$ cat src/rtl/ide_pio_pkg.sv
package ide_pio_pkg;

    localparam int DATA_W = 16;
    localparam int ADDR_W = 10;
    localparam int CNT_W  = 4;
    localparam int NCHAN  = 2;
    localparam int OFF_W  = 3;

    localparam logic [CNT_W-1:0] COMPAT_SMP = CNT_W'(5);
    localparam logic [CNT_W-1:0] COMPAT_RCV = CNT_W'(4);

    typedef enum logic [1:0] {
        ST_IDLE    = 2'd0,
        ST_STROBE  = 2'd1,
        ST_RECOVER = 2'd2
    } seq_state_e;

    typedef struct packed {
        logic [1:0] rcv;
        logic [1:0] smp;
    } timing_pair_t;

    typedef struct packed {
        logic [2:0]   unused;
        logic         sec_en;
        logic         pri_en;
        logic         sep1;
        logic         dma1;
        logic         rdy1;
        logic         fast1;
        logic         dma0;
        logic         rdy0;
        logic         fast0;
        timing_pair_t main;
    } cfg_word_t;

    typedef struct packed {
        logic             hit;
        logic             chan;
        logic             ctrl;
        logic [OFF_W-1:0] reg_off;
        logic             is_data;
    } decode_t;

    typedef struct packed {
        logic [CNT_W-1:0] smp_clks;
        logic [CNT_W-1:0] rcv_clks;
        logic             rdy_en;
    } timing_t;

    function automatic logic [CNT_W-1:0] smp_clocks(input logic [1:0] code);
        case (code)
            2'b01:   return CNT_W'(4);
            2'b10:   return CNT_W'(3);
            default: return CNT_W'(5);
        endcase
    endfunction

    function automatic logic [CNT_W-1:0] rcv_clocks(input logic [1:0] code);
        return CNT_W'(3'd4 - {1'b0, code});
    endfunction

endpackage

$ cat src/rtl/ide_addr_decode.sv
module ide_addr_decode
    import ide_pio_pkg::*;
(
    input  logic [ADDR_W-1:0] addr,
    input  logic [NCHAN-1:0]  chan_en,
    output decode_t           dec
);
    logic [NCHAN-1:0] cmd_hit;
    logic [NCHAN-1:0] ctl_hit;

    for (genvar c = 0; c < NCHAN; c++) begin : g_chan
        localparam logic [ADDR_W-1:0] CMD_BASE = (c == 0) ? 10'h1F0 : 10'h170;
        localparam logic [ADDR_W-1:0] CTL_ADDR = (c == 0) ? 10'h3F6 : 10'h376;
        assign cmd_hit[c] = chan_en[c] && (addr[ADDR_W-1:OFF_W] == CMD_BASE[ADDR_W-1:OFF_W]);
        assign ctl_hit[c] = chan_en[c] && (addr == CTL_ADDR);
    end

    always_comb begin
        dec.hit     = |(cmd_hit | ctl_hit);
        dec.chan    = cmd_hit[1] | ctl_hit[1];
        dec.ctrl    = |ctl_hit;
        dec.reg_off = addr[OFF_W-1:0];
        dec.is_data = (|cmd_hit) && (addr[OFF_W-1:0] == '0);
    end
endmodule

$ cat src/rtl/ide_timing_select.sv
module ide_timing_select
    import ide_pio_pkg::*;
(
    input  cfg_word_t    cfg,
    input  timing_pair_t alt,
    input  logic         drive,
    input  logic         is_data,
    output timing_t      tim
);
    logic         fast;
    logic         dma_only;
    logic         use_prog;
    timing_pair_t src;

    always_comb begin
        fast     = drive ? cfg.fast1 : cfg.fast0;
        dma_only = drive ? cfg.dma1  : cfg.dma0;
        use_prog = is_data && fast && !dma_only;
        src      = (drive && cfg.sep1) ? alt : cfg.main;

        tim.rdy_en   = drive ? cfg.rdy1 : cfg.rdy0;
        tim.smp_clks = use_prog ? smp_clocks(src.smp) : COMPAT_SMP;
        tim.rcv_clks = use_prog ? rcv_clocks(src.rcv) : COMPAT_RCV;
    end

    always_comb begin

        smp_range_chk: assert (tim.smp_clks >= CNT_W'(3) && tim.smp_clks <= CNT_W'(5));

        rcv_range_chk: assert (tim.rcv_clks >= CNT_W'(1) && tim.rcv_clks <= CNT_W'(4));
    end
endmodule

$ cat src/rtl/ide_pio_seq.sv
module ide_pio_seq
    import ide_pio_pkg::*;
(
    input  logic              clk,
    input  logic              rst,
    input  logic              req,
    input  logic              req_write,
    input  decode_t           dec,
    input  timing_t           tim,
    input  logic [DATA_W-1:0] req_wdata,
    input  logic [DATA_W-1:0] ide_rdata,
    input  logic              ide_ready,
    output logic              done,
    output logic              miss,
    output logic [DATA_W-1:0] rdata,
    output logic              ide_rd,
    output logic              ide_wr,
    output logic              ide_chan,
    output logic              ide_ctrl,
    output logic [OFF_W-1:0]  ide_addr,
    output logic [DATA_W-1:0] ide_wdata
);
    seq_state_e       st;
    logic [CNT_W-1:0] cnt;
    logic [CNT_W-1:0] rcv_q;
    logic             wr_q;
    logic             rdy_en_q;
    logic             strobe;

    assign strobe = (st == ST_STROBE);
    assign ide_rd = strobe && !wr_q;
    assign ide_wr = strobe && wr_q;

    always_ff @(posedge clk) begin
        if (rst) begin
            st        <= ST_IDLE;
            cnt       <= '0;
            rcv_q     <= '0;
            wr_q      <= 1'b0;
            rdy_en_q  <= 1'b0;
            done      <= 1'b0;
            miss      <= 1'b0;
            rdata     <= '0;
            ide_chan  <= 1'b0;
            ide_ctrl  <= 1'b0;
            ide_addr  <= '0;
            ide_wdata <= '0;
        end else begin
            done <= 1'b0;
            miss <= 1'b0;
            case (st)
                ST_IDLE: begin
                    if (req && !done) begin
                        if (dec.hit) begin
                            st        <= ST_STROBE;
                            cnt       <= tim.smp_clks - CNT_W'(1);
                            rcv_q     <= tim.rcv_clks;
                            rdy_en_q  <= tim.rdy_en;
                            wr_q      <= req_write;
                            ide_chan  <= dec.chan;
                            ide_ctrl  <= dec.ctrl;
                            ide_addr  <= dec.reg_off;
                            ide_wdata <= req_wdata;
                        end else begin
                            done <= 1'b1;
                            miss <= 1'b1;
                        end
                    end
                end
                ST_STROBE: begin
                    if (cnt != '0) begin
                        cnt <= cnt - CNT_W'(1);
                    end else if (!rdy_en_q || ide_ready) begin
                        if (!wr_q) rdata <= ide_rdata;
                        cnt <= rcv_q - CNT_W'(1);
                        st  <= ST_RECOVER;
                    end
                end
                ST_RECOVER: begin
                    if (cnt != '0) begin
                        cnt <= cnt - CNT_W'(1);
                    end else begin
                        st   <= ST_IDLE;
                        done <= 1'b1;
                    end
                end
                default: st <= ST_IDLE;
            endcase
        end
    end


    done_single_chk: assert property (@(posedge clk) disable iff (rst)
        done |=> !done);


    addr_hold_chk: assert property (@(posedge clk) disable iff (rst)
        (strobe && $past(strobe)) |-> ($stable(ide_addr) && $stable(ide_chan) && $stable(ide_ctrl)));


    ready_end_chk: assert property (@(posedge clk) disable iff (rst)
        $fell(strobe) |-> (!rdy_en_q || $past(ide_ready)));


    recovery_gap_chk: assert property (@(posedge clk) disable iff (rst)
        $fell(strobe) |-> !done);
endmodule

$ cat src/rtl/ide_pio_timer.sv
module ide_pio_timer
    import ide_pio_pkg::*;
(
    input  logic              clk,
    input  logic              rst,
    input  logic [15:0]       cfg_word,
    input  logic [3:0]        drv1_word,
    input  logic              req,
    input  logic              req_write,
    input  logic [ADDR_W-1:0] req_addr,
    input  logic              req_drive,
    input  logic [DATA_W-1:0] req_wdata,
    output logic              done,
    output logic              miss,
    output logic [DATA_W-1:0] rdata,
    output logic              ide_rd,
    output logic              ide_wr,
    output logic              ide_chan,
    output logic              ide_ctrl,
    output logic [OFF_W-1:0]  ide_addr,
    output logic [DATA_W-1:0] ide_wdata,
    input  logic [DATA_W-1:0] ide_rdata,
    input  logic              ide_ready
);
    cfg_word_t    cfg;
    timing_pair_t alt;
    decode_t      dec;
    timing_t      tim;

    assign cfg = cfg_word;
    assign alt = drv1_word;

    ide_addr_decode u_dec (
        .addr    (req_addr),
        .chan_en ({cfg.sec_en, cfg.pri_en}),
        .dec     (dec)
    );

    ide_timing_select u_sel (
        .cfg     (cfg),
        .alt     (alt),
        .drive   (req_drive),
        .is_data (dec.is_data),
        .tim     (tim)
    );

    ide_pio_seq u_seq (
        .clk       (clk),
        .rst       (rst),
        .req       (req),
        .req_write (req_write),
        .dec       (dec),
        .tim       (tim),
        .req_wdata (req_wdata),
        .ide_rdata (ide_rdata),
        .ide_ready (ide_ready),
        .done      (done),
        .miss      (miss),
        .rdata     (rdata),
        .ide_rd    (ide_rd),
        .ide_wr    (ide_wr),
        .ide_chan  (ide_chan),
        .ide_ctrl  (ide_ctrl),
        .ide_addr  (ide_addr),
        .ide_wdata (ide_wdata)
    );
endmodule

$ cat config.mk
export PLATFORM = sky130hd
export DESIGN_NAME = ide_pio_timer
export DESIGN_NICKNAME = d
export VERILOG_FILES = /design/src/rtl/ide_pio_pkg.sv /design/src/rtl/ide_addr_decode.sv /design/src/rtl/ide_timing_select.sv /design/src/rtl/ide_pio_seq.sv /design/src/rtl/ide_pio_timer.sv
export SDC_FILE = /design/constraint.sdc
export NUM_CORES = 1
export LEC_CHECK = 0
export BUFFER_PORTS_ARGS = -buffer_cell sky130_fd_sc_hd__buf_2
export CORE_MARGIN = 2
export CORE_UTILIZATION = 28
export CTS_CLUSTER_SIZE = 28
export DETAILED_ROUTE_END_ITERATION = 10
export PLACE_DENSITY = 0.54
export SYNTH_ARGS = -nofsm -noshare
export SYNTH_HDL_FRONTEND = slang
export SYNTH_SLANG_ARGS = --single-unit
$ cat constraint.sdc
create_clock -name clk -period 2.4 [get_ports clk]
set_input_delay 0.36 -clock clk [delete_from_list [all_inputs] [get_ports clk]]
set_output_delay 0.36 -clock clk [all_outputs]
set_load 0.005 [all_outputs]
* After elaboration in Yosys (flattened, before gate mapping)
Index checks and enable logic that the tools add are counted.
** Operators by class
- Add/subtract/negate cells :: 4
- Eq/ne operators :: 15
- Muxes and demuxes :: 23
- Bitwise logic cells :: 5
- Reductions and logical operators :: 28
** Operators with widths (count)
- 4-bit two-way mux :: 7
- 10-bit == test, second input constant :: 2
- 7-bit by 6-bit == test with 1-bit output, second input constant :: 2
- 4-bit one-hot mux with 3 select lines :: 1
- 1-bit logical AND :: 11
- 2-bit two-way mux :: 5
- 5-bit AND reduction :: 2
- 2-bit inequality test, second input constant :: 4
- 2-bit OR reduction :: 4
- 4-bit by 1-bit subtractor with 4-bit output, second input constant :: 2
- 1-bit two-way mux :: 6
- 2-bit one-hot mux with 3 select lines :: 1
- 3-bit one-hot mux with 2 select lines :: 1
- 2-bit by 1-bit == test with 1-bit output, second input constant :: 2
- 2-bit == test, second input constant :: 2
- 1-bit zero test :: 4
- 2-bit by 1-bit inequality test with 1-bit output, second input constant :: 2
- 4-bit AND reduction :: 1
- 4-bit nonzero test :: 1
- 3-bit by 1-bit subtractor with 4-bit output, second input constant :: 1
- 3-bit by 2-bit subtractor with 4-bit output, first input constant :: 1
- 3-bit zero test :: 1
- 3-bit two-way mux :: 1
- 3-bit inequality test, second input constant :: 1
- 8 further kinds :: 10
** Word-level totals
- Bits in registers :: 51
- Word-level logic and storage cells :: 87

* Depth between registers and ports, before layout
Gate-level depths: netlist of run 1.
- Word-level depth :: 11
- Gate-level depth with buffers :: 9
- Gate-level depth less buffers :: 8

* Cells and area by module
Synthesis of run 1 repeated with hierarchy kept, for this count alone.
** Second synthesis, totals
- Cells, all modules :: 291
- Area total of the unflattened synthesis :: 2443.6 um^2
** Modules (own cells, without submodules)
- ide_pio_seq :: times used 1, cells an instance 254, area an instance 2170.8 um^2, sequential area each 1021.0 um^2
- ide_timing_select :: times used 1, cells an instance 21, area an instance 165.2 um^2, sequential area each 0.0 um^2
- ide_addr_decode :: times used 1, cells an instance 16, area an instance 107.6 um^2, sequential area each 0.0 um^2

* Worst setup path before layout of run 1
Ideal clock, no wire load.
- Path kind :: in2reg
- From :: input port req_addr[2]
- To :: register u_seq.cnt[1]
- Library setup time :: 0.070 ns
- Arrival :: 1.990 ns
- Data required time :: 2.330 ns
- Slack :: 0.340 ns
- Stages on the path :: 6
- Path buffers :: 0
- Cell sequence :: or4_1 -> nor2_1 -> and3_2 -> ha_1 -> a2111o_1 -> a21oi_1
** Between the ends
- Cells in the longest elaborated chain, start to end :: 9
- Elaborated cells between the ends (all ways) :: 17
- Those cells by class :: add/sub (1); eq/ne (3); mux (4); bitwise (1); reduce/logical (8)
** RTL lines
- from (decl) :: line ide_pio_timer.sv:10 : input logic [ADDR_W-1:0] req_addr,
- 3-bit zero test :: line ide_addr_decode.sv:23 : dec.is_data = (|cmd_hit) && (addr[OFF_W-1:0] == '0);
- 1-bit logical AND :: line ide_addr_decode.sv:23
- 1-bit logical AND (2 in a row) :: line ide_timing_select.sv:18 : use_prog = is_data && fast && !dma_only;
- 3-bit two-way mux :: line ide_timing_select.sv:22 : tim.smp_clks = use_prog ? smp_clocks(src.smp) : COMPAT_SMP;
- 3-bit by 1-bit subtractor with 4-bit output :: line ide_pio_seq.sv:56 : cnt <= tim.smp_clks - CNT_W'(1);
- 4-bit two-way mux :: line ide_pio_seq.sv:54 : if (dec.hit) begin
- 4-bit two-way mux :: line ide_pio_seq.sv:53 : if (req && !done) begin
- 4-bit one-hot mux with 3 select lines :: line ide_pio_seq.sv:51 : case (st)
- to (signal assigned) :: line ide_pio_seq.sv:56
- to (signal assigned) :: line ide_pio_seq.sv:72 : cnt <= cnt - CNT_W'(1);
- to (signal assigned) :: line ide_pio_seq.sv:75 : cnt <= rcv_q - CNT_W'(1);
- to (decl) :: line ide_pio_seq.sv:24 : logic [CNT_W-1:0] cnt;
Parallel ways exist; a longest one is shown, timed or not. The select of a mux whose other input is x is not followed.
A chain may end at the register's enable or synchronous reset.

* Worst setup path after layout of run 1
- From :: input port req_addr[0]
- To :: register u_seq.cnt[2]
Same word-level chain as after synthesis.

==> flow_metrics.py, run 1 <==
metrics = {
    "timing": {
        "max_freq_mhz": 505,
        "setup_viol": 0,
        "tns_ps": 0,
        "slew_violations": 0,
        "fin_crit_sh_pct": 82.6,
        "period_needed_ps": 1980,
        "finClkSkew_ps": 8.21,
        "hold_ws_ps": 274,
        "tightest_slew_ps": 630,
        "max-slew-margin-rel_pct": 57.8,
        "final-hold-violation-count": 0,
        "rsz0062_at_grt": "no",
    },
    "route": {
        "wire_per_inst_um": 13.1,
        "highest_layer": "met4",
        "drc": 0,
        "wl_met2_um": 3040,
        "wl_met3_um": 400,
        "vias": 2330,
        "drtIter0Drc": 49,
        "wl_um": 6500,
        "viasPerCell": 4.72,
        "met1_length_um": 2960,
        "first_pass_iters": 4,
        "ant_nets": 0,
    },
    "critical_path": {
        "path_class": "in -> reg",
        "crit_fanout": 4,
        "r2r_start": "u_seq.st[0]$_SDFFE_PP0P_",
        "end_kind": "register",
        "worst_ep_arrival_time_ps": 2190,
        "rr_endpoint": "u_seq.ide_wdata[12]$_SDFFE_PP0P_",
        "r2r_slack_ps": 430,
        "r2r_cells": 8,
        "worstSetupStartpointType": "input pin",
        "required_ps": 2610,
    },
    "place": {
        "io_buffers": 105,
        "dp_cells": 486,
        "hpwl_um": 4920,
        "place_congestion": 0.828,
    },
    "finish": {
        "fill_cells": 866,
        "stdcell_count": 494,
        "antenna_cells": 0,
        "syn_to_final_growth_pct": 31.5,
        "utilization_pct": 38.1,
        "ff_latch_area_um2": 1000,
        "post_route_cells_drive_above_1_share_pct": 34.2,
        "final_cell_mix": "buf_2, nand2_1, dfxtp_1",
        "layout_commonest_cell": "buf_2",
        "layout.nets": 465,
        "multi_input_area_um2": 1280,
    },
    "power_and_ir_drop": {
        "ir_worst_vdd_uv": 236,
        "p_per_area_nw_per_um2": 479,
        "p_leak_nw": 1.47,
    },
    "cts": {
        "post_cts_resized": 0,
        "clock-sinks": 50,
        "cts_hold_buffers": 0,
        "cts_tree": "yes",
        "cts_root_buffer": "clkbuf_8",
        "clk_path_buf_depth": 2,
        "clk_pin_slew_ps": 100,
        "clock_latency_ps": 310,
        "numCtsBuffers": 5,
        "cts_setup_buffers": 0,
        "ctsHtreeMaxLevel": 2,
    },
    "yosys": {
        "synthArstFlopShare_pct": 0,
        "ys_seq_area_share_pct": 42.0,
        "syn_area_per_cell_um2": 8.45,
        "synth_cells": 282,
        "ys_ff_latch": 50,
        "syn_nets": 359,
        "synth_top_flop_cell": "dfxtp_1",
        "netlist_area_um2": 2380,
        "ys_types": 48,
        "synth_edf_count": 0,
        "yosys_warnings": 0,
    },
    "die": {
        "start_util_pct": 29.0,
        "pin_count": 109,
        "die_height_um": 96.3,
        "core-area_um2": 8220,
        "die_area_um2": 9270,
        "fp.dieW_um": 96.3,
        "row_count": 33,
    },
    "run_status": {
        "outcome": "finished clean",
    },
    "global_route": {
        "antenna_found_initial": 0,
        "grt_pass1_wl_um": 10300,
        "overflow": 0,
        "grt_pass1_vias": 2161,
        "grt_usage_pct": 14.4,
        "grt_max_degree": 26,
    },
    "hold_path": {
        "whs_endpoint": "u_seq.rdata[3]$_SDFFE_PP0P_",
        "hold_path_depth": 3,
        "min-delay-start": "ide_rdata[3]",
        "hold_path_class": "in -> reg",
    },
    "flow_run": {
        "maxCapViolCount": 0,
    },
}
worst max-delay path, stage by stage:
cell	delay (ps)
buf_2	120
or4_1	550
nor2_1	210
and3_2	230
ha_1	140
inv_1	40
a31oi_1	140
nor3_1	70
o311a_1	320
synthesized netlist by cell type, types with 2 or more instances:
cell | number | area (µm²)
buf_2 | 4 | 20.0
dfxtp_1 | 50 | 1000
nor3_1 | 6 | 30.0
or3_1 | 2 | 12.5
nor2_1 | 24 | 90.1
ha_1 | 9 | 113
clkbuf_1 | 8 | 30.0
nor2b_1 | 4 | 25.0
a21oi_1 | 31 | 155
xnor2_1 | 3 | 26.3
a31oi_1 | 4 | 25.0
nand3b_1 | 4 | 30.0
and2_1 | 2 | 12.5
a211oi_1 | 2 | 15.0
o21ai_0 | 9 | 45.0
inv_1 | 13 | 48.8
mux2i_1 | 20 | 200
nand4b_1 | 2 | 17.5
nand2b_1 | 2 | 12.5
a31o_2 | 2 | 17.5
nand2_1 | 54 | 203
final cells by class:
cell class / instances / area share, %
Clock buffer: 6 / 2.63
Sequential cell: 50 / 31.9
Multi-Input combinational cell: 206 / 40.7
Clock inverter: 2 / 0.519
Timing Repair Buffer: 112 / 18.4
Inverter: 13 / 1.56
Tap cell: 105 / 4.19
state kept, by name, summed over array words and instances, names as in the netlist:
register         flops
u_seq.cnt            4
u_seq.miss           1
u_seq.st             2
u_seq.rdy_en_q       1
u_seq.rcv_q          3
u_seq.done           1
u_seq.ide_addr       3
u_seq.ide_ctrl       1
u_seq.ide_wdata     16
u_seq.rdata         16
u_seq.ide_chan       1
u_seq.wr_q           1
layer usage:
metal,vias to the layer above,GRT usage (%)
li1,1181,-
met1,1077,18.9
met2,64,22.5
met5,-,0
met3,8,4.78
met4,0,3.81
worst max-delay path by stage:
stage          cells past startpoint                      from                               end  slack, ps
2_1_floorplan                      6               req_addr[2]         u_seq.cnt[1]$_SDFFE_PP0P_        340
3_3_place_gp                       9               req_addr[0]         u_seq.cnt[2]$_SDFFE_PP0P_        120
3_5_place_dp                       9               req_addr[0]         u_seq.cnt[2]$_SDFFE_PP0P_         70
4_1_cts                            8  u_seq.st[0]$_SDFFE_PP0P_  u_seq.ide_wdata[13]$_SDFFE_PP0P_        400
5_1_grt                            8  u_seq.st[0]$_SDFFE_PP0P_   u_seq.ide_wdata[8]$_SDFFE_PP0P_        130
6_report                           9               req_addr[0]         u_seq.cnt[2]$_SDFFE_PP0P_        420
cell families after synthesis:
group,after synthesis,synth area share [%]
compound gates,59,15.4
flops,50,42.0
fa+ha+maj,9,4.72
xor+xnor,3,1.10
buf+inv,26,4.46
simple gates,115,23.9
mux,20,8.40
where the power goes:
| part | internal (W) | switching (W) |
|---|---|---|
| clock network | 0.000238 | 0.000307 |
| logic | 0.0000606 | 0.0000594 |
| registers | 0.000833 | 0.00000214 |
stage by stage:
step / total power (W) / setup slack, ps / cell area, µm²
3_3_place_gp: 0.000973 / 121 / 3040
3_5_place_dp: 0.000975 / 74.3 / 3040
6_report: 0.00150 / 419 / 3130
4_1_cts: 0.00152 / 399 / 3130
2_1_floorplan: 0.000898 / 340 / 2380
5_1_grt: 0.00157 / 126 / 3130
Power figures use the tool's default switching activity.
==> inputs of run 2 (changes only) <==
--- a/config.mk
+++ b/config.mk
@@ -5,12 +5,13 @@
 export SDC_FILE = /design/constraint.sdc
 export NUM_CORES = 1
 export LEC_CHECK = 0
+export ABC_AREA = 1
 export BUFFER_PORTS_ARGS = -buffer_cell sky130_fd_sc_hd__buf_2
 export CORE_MARGIN = 2
 export CORE_UTILIZATION = 28
 export CTS_CLUSTER_SIZE = 28
 export DETAILED_ROUTE_END_ITERATION = 10
-export PLACE_DENSITY = 0.54
+export PLACE_DENSITY = 0.56
 export SYNTH_ARGS = -nofsm -noshare
 export SYNTH_HDL_FRONTEND = slang
 export SYNTH_SLANG_ARGS = --single-unit
==> constraint.sdc (replaced) <==
create_clock -name clk -period 1.8 [get_ports clk]
set_input_delay 0.27 -clock clk [delete_from_list [all_inputs] [get_ports clk]]
set_output_delay 0.27 -clock clk [all_outputs]
set_load 0.005 [all_outputs]
==> run 2 against run 1 <==
- final cell count is 17% higher
- utilization down 0.92 points
- highest routed layer unchanged
- flip-flop and latch count did not move
- combinational power rose by 67%
- critical path type is now reg -> out
- first-iteration DRC count up 33%
- worst hold slack got worse by 92 ps
- global-route usage down 1.1 points
- die area up 4.0%
==> flow_metrics.py, run 2 <==
metrics = {
    "finish": {
        "antenna_cells": 0,
        "utilization_pct": 37.2,
        "layout.nets": 545,
        "stdcell_count": 576,
        "post_route_cells_drive_above_1_share_pct": 28.8,
        "final_cell_mix": "buf_2, nor2_1, nand2_1",
        "syn_to_final_growth_pct": 30.1,
        "layout_commonest_cell": "buf_2",
        "largest_registers": "u_seq.ide_wdata x16, u_seq.rdata x16, u_seq.cnt x4",
    },
    "critical_path": {
        "r2r_cells": 9,
        "end_kind": "primary output",
        "worst_ep_arrival_time_ps": 1410,
        "path_class": "reg -> out",
        "r2r_slack_ps": 170,
        "worstSetupStartpointType": "register",
        "required_ps": 1530,
        "crit_fanout": 5,
        "r2r_start": "u_seq.cnt[0]$_SDFFE_PP0P_",
        "rr_endpoint": "u_seq.st[1]$_SDFFE_PP0P_",
    },
    "yosys": {
        "yosys-top-cells-count": "nor2_1, nand2_1, dfxtp_1",
        "ys_seq_area_share_pct": 40.3,
        "synth_edf_count": 0,
        "synth_most_common_cell": "nor2_1",
        "syn_nets": 438,
        "netlist_area_um2": 2480,
        "yosys.area.top_type": "dfxtp_1",
        "synth_cells": 361,
        "yosys_warnings": 0,
        "synthArstFlopShare_pct": 0,
        "ys_ff_latch": 50,
        "synth_top_area_share_pct": 40.3,
        "synthTopCellsByArea": "dfxtp_1, nor2_1, nand2_1",
        "synth_top_flop_cell": "dfxtp_1",
        "ys_types": 31,
        "syn_area_per_cell_um2": 6.88,
    },
    "power_and_ir_drop": {
        "p_per_area_nw_per_um2": 609,
        "ir_worst_vdd_uv": 265,
        "p_leak_nw": 1.71,
    },
    "timing": {
        "finClkSkew_ps": 7.70,
        "tightest_slew_ps": 278,
        "max_freq_mhz": 596,
        "max-slew-margin-rel_pct": 81.5,
        "setup_viol": 0,
        "rsz0062_at_grt": "yes",
        "final-hold-violation-count": 0,
        "fin_crit_sh_pct": 93.2,
        "slew_violations": 0,
        "period_needed_ps": 1680,
    },
    "route": {
        "wl_um": 6400,
        "ant_nets": 0,
        "first_pass_iters": 4,
        "drtIter0Drc": 65,
        "wire_per_inst_um": 11.1,
        "drc": 0,
        "viasPerCell": 4.40,
        "vias": 2535,
    },
    "die": {
        "start_util_pct": 28.6,
        "row_count": 34,
        "fp.dieW_um": 98.2,
        "core-area_um2": 8680,
        "die_height_um": 98.2,
        "pin_count": 109,
        "die_area_um2": 9630,
    },
    "hold_path": {
        "hold_path_depth": 3,
        "hold_path_class": "in -> reg",
        "min-delay-start": "req_wdata[9]",
        "whs_endpoint": "u_seq.ide_wdata[9]$_SDFFE_PP0P_",
    },
    "cts": {
        "cts_hold_buffers": 0,
        "cts_root_buffer": "clkbuf_8",
        "numCtsBuffers": 5,
        "clock-sinks": 50,
        "clock_latency_ps": 300,
        "clk_pin_slew_ps": 90,
        "cts_setup_buffers": 0,
        "clk_path_buf_depth": 2,
        "ctsHtreeMaxLevel": 2,
        "cts_tree": "yes",
    },
    "global_route": {
        "grt_max_degree": 31,
        "antenna_found_initial": 0,
        "grt_pass1_vias": 2288,
        "grt_usage_pct": 13.3,
        "overflow": 0,
        "grt_pass1_wl_um": 10600,
    },
    "place": {
        "dp_cells": 569,
        "hpwl_um": 5000,
        "place_congestion": 0.818,
        "io_buffers": 105,
    },
    "flow_run": {
        "maxCapViolCount": 0,
    },
    "run_status": {
        "outcome": "finished clean",
    },
}
## run 2: logic make-up after synthesis
| kind of cell | after synthesis | synth area share (%) |
|---|---|---|
| AO/OA/AOI/OAI | 65 | 13.8 |
| flip-flops | 50 | 40.3 |
| XOR/XNOR | 1 | 0.353 |
| buffers and inverters | 52 | 8.97 |
| adder cells (fa/ha/maj) | 9 | 4.54 |
| AND/OR/NAND/NOR | 182 | 31.2 |
| multiplexers | 2 | 0.806 |
## run 2: worst max-delay path, cell delays in order, from the launching register on
cell	delay (ps)
dfxtp_1	340
inv_1	100
ha_1	270
inv_2	90
nor2_2	160
buf_2	150
## run 2: layout make-up
| type | instances | area (µm²) |
|---|---|---|
| clock inverters | 2 | 13.8 |
| flip-flops and latches | 50 | 1000 |
| clock buffers | 5 | 68.8 |
| multi-input cells | 259 | 1270 |
| repair buffers | 111 | 583 |
| inverters | 41 | 156 |
| well taps | 108 | 135 |
| fillers | 970 | 5450 |
## run 2: through the flow
step / worst slack [ps] / setup TNS [ps] / hold slack, ps / power [W] / instance area, µm²
finish: 122 / 0 / 181 / 0.00197 / 3230
global route: -39.1 / -39.1 / 192 / 0.00207 / 3230
CTS: 16.1 / 0 / 176 / 0.00199 / 3230
detailed placement: -80.3 / -1070 / 469 / 0.00134 / 3130
global placement: 26.3 / 0 / 459 / 0.00134 / 3130
floorplan: 306 / 0 / 405 / 0.00124 / 2480
## run 2: worst max-delay path by stage
| stage | from | to | slack (ps) | cells past startpoint |
|---|---|---|---|---|
| after CTS | u_seq.st[1]$_SDFFE_PP0P_ | ide_rd | 20 | 5 |
| final | u_seq.st[1]$_SDFFE_PP0P_ | ide_rd | 120 | 5 |
| after detailed placement | u_seq.st[1]$_SDFFE_PP0P_ | u_seq.rdata[1]$_SDFFE_PP0P_ | -80 | 8 |
| after global routing | u_seq.st[1]$_SDFFE_PP0P_ | u_seq.cnt[0]$_SDFFE_PP0P_ | -40 | 10 |
| after global placement | u_seq.cnt[0]$_SDFFE_PP0P_ | u_seq.rdata[3]$_SDFFE_PP0P_ | 30 | 8 |
| after floorplan | req_addr[3] | u_seq.cnt[1]$_SDFFE_PP0P_ | 310 | 12 |
## run 2: metal layers
layer	wire [µm]	vias to the layer above	global-route usage, %
li1	-	1353	-
met1	3050	1091	17.2
met2	2860	80	22.2
met3	365	11	2.58
met4	134	0	4.64
met5	0	-	0
## run 2: what timing repair did
| action | CTS | global route |
|---|---|---|
| gates cloned | 0 | 0 |
| gates resized for setup | 2 | 2 |
| setup endpoints to repair | 16 | 19 |
## run 2: power breakdown
part / switching, W / total [W] / internal (W)
sequential: 0.00000424 / 0.00112 / 0.00111
combinational: 0.000107 / 0.000200 / 0.0000925
clock: 0.000381 / 0.000650 / 0.000269
